==> src/rtl/pllf_pkg.sv <==
package pllf_pkg;

   // Overflow handling for every narrowing point in the datapath
   typedef enum logic {
      OVF_WRAP  = 1'b0,
      OVF_CLAMP = 1'b1
   } ovf_mode_e;

endpackage

==> src/rtl/pllf_sat.sv <==
module pllf_sat #(
   parameter int                  IW   = 32,
   parameter int                  OW   = 16,
   parameter pllf_pkg::ovf_mode_e MODE = pllf_pkg::OVF_CLAMP
) (
   input  logic signed [IW-1:0] din,
   output logic signed [OW-1:0] dout
);

   generate
      if (IW <= OW) begin : g_widen
         assign dout = OW'(din);
      end else if (MODE == pllf_pkg::OVF_WRAP) begin : g_wrap
         assign dout = din[OW-1:0];
      end else begin : g_clamp
         localparam int EXT = IW - OW + 1;
         localparam logic signed [IW-1:0] HI = {{EXT{1'b0}}, {(OW-1){1'b1}}};
         localparam logic signed [IW-1:0] LO = {{EXT{1'b1}}, {(OW-1){1'b0}}};
         always_comb begin
            if (din > HI)      dout = HI[OW-1:0];
            else if (din < LO) dout = LO[OW-1:0];
            else               dout = din[OW-1:0];
         end
      end
   endgenerate

endmodule

==> src/rtl/pllf_integrator.sv <==
module pllf_integrator #(
   parameter int                  QW   = 16,
   parameter int                  AW   = 24,
   parameter pllf_pkg::ovf_mode_e MODE = pllf_pkg::OVF_CLAMP
) (
   input  logic                 clk,
   input  logic                 rst,
   input  logic                 en,
   input  logic signed [QW-1:0] q,
   output logic signed [AW-1:0] acc_d,
   output logic signed [AW-1:0] acc_q
);

   localparam int SUMW = AW + 1;

   logic signed [SUMW-1:0] sum;

   assign sum = SUMW'(acc_q) + SUMW'(q);

   pllf_sat #(.IW(SUMW), .OW(AW), .MODE(MODE)) u_sat (
      .din  (sum),
      .dout (acc_d)
   );

   always_ff @(posedge clk) begin
      if (rst)     acc_q <= '0;
      else if (en) acc_q <= acc_d;
   end

endmodule

==> src/rtl/pllf_section.sv <==
module pllf_section #(
   parameter int                  AW   = 24,
   parameter int                  CW   = 18,
   parameter int                  FRAC = 14,
   parameter int                  YW   = 24,
   parameter pllf_pkg::ovf_mode_e MODE = pllf_pkg::OVF_CLAMP
) (
   input  logic                 clk,
   input  logic                 rst,
   input  logic                 en,
   input  logic signed [AW-1:0] a_cur,
   input  logic signed [AW-1:0] a_old,
   input  logic signed [CW-1:0] k,
   input  logic signed [CW-1:0] m1,
   input  logic signed [CW-1:0] m2,
   output logic signed [YW-1:0] y_d,
   output logic signed [YW-1:0] y_q
);

   localparam int PW = (CW + AW > CW + YW) ? CW + AW : CW + YW;
   localparam int SW = ((PW > YW + FRAC) ? PW : YW + FRAC) + 3;

   logic signed [SW-1:0] p_cur;
   logic signed [SW-1:0] p_old;
   logic signed [SW-1:0] p_fb;
   logic signed [SW-1:0] p_keep;
   logic signed [SW-1:0] total;
   logic signed [SW-1:0] scaled;

   assign p_cur  = SW'(m1) * SW'(a_cur);
   assign p_old  = SW'(m2) * SW'(a_old);
   assign p_fb   = SW'(k)  * SW'(y_q);
   assign p_keep = SW'(y_q) <<< FRAC;
   assign total  = p_cur + p_old + p_keep - p_fb;
   assign scaled = total >>> FRAC;

   pllf_sat #(.IW(SW), .OW(YW), .MODE(MODE)) u_sat (
      .din  (scaled),
      .dout (y_d)
   );

   always_ff @(posedge clk) begin
      if (rst)     y_q <= '0;
      else if (en) y_q <= y_d;
   end

endmodule

==> src/rtl/pll_loop_filter.sv <==
module pll_loop_filter #(
   parameter int                  QW   = 16,
   parameter int                  AW   = 24,
   parameter int                  CW   = 18,
   parameter int                  FRAC = 14,
   parameter int                  YW   = 24,
   parameter int                  OW   = 16,
   parameter pllf_pkg::ovf_mode_e MODE = pllf_pkg::OVF_CLAMP
) (
   input  logic                 clk,
   input  logic                 rst,
   input  logic                 in_valid,
   input  logic signed [QW-1:0] q_in,
   input  logic signed [CW-1:0] coef_k,
   input  logic signed [CW-1:0] coef_m1,
   input  logic signed [CW-1:0] coef_m2,
   output logic                 out_valid,
   output logic signed [OW-1:0] v_out
);

   generate
      if (AW <= QW) begin : g_chk_aw
         $error("pll_loop_filter: AW must exceed QW");
      end
      if (YW < OW) begin : g_chk_yw
         $error("pll_loop_filter: YW must be at least OW");
      end
      if (FRAC < 1 || FRAC >= CW) begin : g_chk_frac
         $error("pll_loop_filter: FRAC must lie in 1..CW-1");
      end
   endgenerate

   logic signed [AW-1:0] acc_d;
   logic signed [AW-1:0] acc_q;
   logic signed [YW-1:0] y_d;
   logic signed [YW-1:0] y_q;
   logic signed [OW-1:0] v_d;

   // Stage 1: running sum of charge increments
   pllf_integrator #(.QW(QW), .AW(AW), .MODE(MODE)) u_int (
      .clk   (clk),
      .rst   (rst),
      .en    (in_valid),
      .q     (q_in),
      .acc_d (acc_d),
      .acc_q (acc_q)
   );

   // Stage 2: pole at 1-k, taps m1 on new sum and m2 on previous sum
   pllf_section #(.AW(AW), .CW(CW), .FRAC(FRAC), .YW(YW), .MODE(MODE)) u_sec (
      .clk   (clk),
      .rst   (rst),
      .en    (in_valid),
      .a_cur (acc_d),
      .a_old (acc_q),
      .k     (coef_k),
      .m1    (coef_m1),
      .m2    (coef_m2),
      .y_d   (y_d),
      .y_q   (y_q)
   );

   pllf_sat #(.IW(YW), .OW(OW), .MODE(MODE)) u_osat (
      .din  (y_d),
      .dout (v_d)
   );

   always_ff @(posedge clk) begin
      if (rst) begin
         v_out     <= '0;
         out_valid <= 1'b0;
      end else begin
         out_valid <= in_valid;
         if (in_valid) v_out <= v_d;
      end
   end

endmodule

==> config.mk <==
export PLATFORM = sky130hd
export DESIGN_NAME = pll_loop_filter
export DESIGN_NICKNAME = d
export VERILOG_FILES = /design/src/rtl/pllf_pkg.sv /design/src/rtl/pllf_sat.sv /design/src/rtl/pllf_integrator.sv /design/src/rtl/pllf_section.sv /design/src/rtl/pll_loop_filter.sv
export SDC_FILE = /design/constraint.sdc
export NUM_CORES = 2
export LEC_CHECK = 0
export ABC_AREA = 1
export BUFFER_PORTS_ARGS = -buffer_cell sky130_fd_sc_hd__buf_2
export CAP_MARGIN = 5
export CORE_UTILIZATION = 66
export DETAILED_ROUTE_END_ITERATION = 10
export GPL_TIMING_DRIVEN = 0
export PLACE_DENSITY = 0.83
export SLEW_MARGIN = 20
export SYNTH_ARGS = -nofsm -noshare
export SYNTH_HDL_FRONTEND = slang
export SYNTH_HIERARCHICAL = 1
export SYNTH_SLANG_ARGS = --single-unit
export TNS_END_PERCENT = 100
==> constraint.sdc <==
create_clock -name clk -period 22.2 [get_ports clk]
set_input_delay 3.33 -clock clk [delete_from_list [all_inputs] [get_ports clk]]
set_output_delay 3.33 -clock clk [all_outputs]
set_load 0.02 [all_outputs]
==> flow_metrics.tcl <==
set metrics [dict create \
    cts_hold_buf 0 \
    antenna_found_initial 9 \
    grt_max_degree 33 \
    root_buffer "clkbuf_16" \
    clock_sinks 65 \
    die_area_mm2 0.0843 \
    grt_setup_unrepaired "no" \
    synthCells 6845 \
    cp_slowest_cell "clkbuf_1" \
    grt_pass1_wl_um 276000 \
    fmax_mhz 61.0 \
    postSynthAreaPerCell_um2 8.01 \
    clkTransAtPathRegs_ps 70 \
    synth.yosys.seq_area_share_pct 2.37 \
    hold_path.class "register to register" \
    core_area_mm2 0.0821 \
    synth_top_cells_by_area "fa_1 (55%), inv_1 (15%), nand2_1 (13%), ha_1 (6.7%), dfxtp_1 (2.4%)" \
    rows 105 \
    port_buffers 88 \
    arrival_ps 16730 \
    die_w_um 290 \
    grt_overflow_total 0 \
    via_per_inst 5.50 \
    grt_pass1_vias 47100 \
    dr.pass1.iters 9 \
    num_vias 44100 \
    cts_tree "yes" \
    critPathMaxFanout 32 \
    yosys.area.top_type "fa_1" \
    cts_resized 0 \
    final_cell_area_mm2 0.0569 \
    route.detailed.drc 0 \
    finalSetupViolations 0 \
    dpl.hpwl_um 159000 \
    drt_iter0_drc 4407 \
    max-cap-violations 0 \
    synth_edf_count 0 \
    syn_area_mm2 0.0548 \
    status "finished, final reports clean" \
    ys_warn_count 6 \
    wl_per_cell_um 22.3 \
    yosysTopAreaCellShare_pct 55.2 \
    ys.flop_type "dfxtp_1" \
    htree_levels 3 \
    clock_latency_ps 410 \
    cts_setup_buffers 0 \
    setup_tns_ps 0 \
    start_kind "input port" \
    ys_top_cells_by_count "inv_1 (2199), nand2_1 (1914), fa_1 (1511)" \
    fillers 6559 \
    yosysMostFrequentCell "inv_1" \
    grt_use_total_pct 44.8 \
    worst_slew_pin_slew_ps 1190 \
    finalNetCount 8823 \
    synth_seq_cells 65 \
    fp.dieH_um 290 \
    cp_common_cell "nand2_1" \
    layout-drive-gt1-share_pct 2.69 \
    final_antenna_net_count 0 \
    globalplace.congestion 1.07 \
    required_ps 22530 \
    async_reset_ff_share_pct 0 \
    slew_violations 0 \
    dpl_cell_area_mm2 0.0566 \
    slew_headroom_pct 21.0 \
    io_pins 90 \
    syn2layout_area_growth_pct 3.80 \
    yosysUniqueCellTypes 42 \
    cts_buffer_depth 2 \
    period_share_pct 73.9 \
    start_util_pct 66.8 \
    min_period_ps 16400 \
    hold_viol 0 \
    slowest_delay_ps 790 \
    crit_path_end_kind "register" \
    syn_nets 8724 \
    skew_ps 29.8 \
    wl_um 179000 \
    worstSetupPathType "input port to register" \
    cts_buffers 9 \
]
## metal layers
metal	vias up	global-route usage [%]	routed length (um)
met5	-	0	75
met1	21800	54.7	60600
li1	18900	-	-
met2	2814	67.8	78000
met4	12	31.4	16000
met3	662	14.6	24100
## cell families (layout without fill, tap and decap cells)
group	after synthesis	in the layout	synth area share, %
adder cells (fa/ha/maj)	1806	1806	61.9
buffers and inverters	2487	2591	17.3
XOR/XNOR	38	38	0.607
AO/OA/AOI/OAI	157	157	1.54
other	0	3	0
flip-flops	65	65	2.37
AND/OR/NAND/NOR	2292	2292	16.3
## final timing paths
path | start | endpoint | slack (ps) | cells past startpoint
worst min register to register | v_out[0]$_SDFFE_PP0P_ | v_out[0]$_SDFFE_PP0P_ | 470 | 2
worst max-delay path | q_in[0] | v_out[13]$_SDFFE_PP0P_ | 5800 | 63
worst min-delay path | v_out[0]$_SDFFE_PP0P_ | v_out[0]$_SDFFE_PP0P_ | 470 | 2
worst max register to register | u_int/acc_q[0]$_SDFFE_PP0P_ | v_out[13]$_SDFFE_PP0P_ | 8460 | 62
## area by class of cell
type                            instances  area (um^2)  share of cell area (%)
Clock buffer                           12          246                   0.433
Clock inverter                          4         51.3                  0.0901
Buffer                                285         1200                    2.11
Timing Repair Buffer                   88          440                   0.774
Multi-Input combinational cell       4293        44100                    77.4
Antenna cell                            3         7.51                  0.0132
Sequential cell                        65         1300                    2.29
Tap cell                             1070         1340                    2.35
Inverter                             2202         8270                    14.5
## critical path, delay by kind of cell
family	cells	cell delay [ps]
compound gates	2	500
buf+inv	13	2630
simple gates	36	4200
fa+ha+maj	12	6040
## sequential cells by signal, summed over array words and instances (netlist names)
register     count
v_out           16
u_sec/y_q       24
out_valid        1
u_int/acc_q     24
## metrics by stage
| stage | cells | utilization (%) | hold WS, ps | setup slack (ps) |
|---|---|---|---|---|
| 2_1_floorplan | 6845 | - | 450 | 8490 |
| 5_1_grt | 8020 | 69.3 | 493 | 5000 |
| 3_3_place_gp | 8003 | 69.0 | 457 | 5860 |
| 3_5_place_dp | 8003 | 69.0 | 463 | 5830 |
| 6_report | 8022 | 69.3 | 473 | 5800 |
| 4_1_cts | 8019 | 69.3 | 471 | 6200 |
## layout by cell type (no fill, tap or decap), drive strengths merged, types with 2 or more instances in the layout
master / n
clkbuf: 254
a21boi: 2
o21bai: 8
xor2: 27
and2: 2
ha: 295
nand3: 68
o21ai: 24
fa: 1511
xnor2: 11
diode: 3
nor2: 243
nand4: 15
or2: 9
nand2: 1941
dfxtp: 65
a21oi: 114
buf: 131
nand3b: 4
o21a: 5
inv: 2203
nor3: 8
a21o: 2
Power is not shown: default switching activity piles up to over one toggle a cycle in this logic, so the estimate is an artifact.
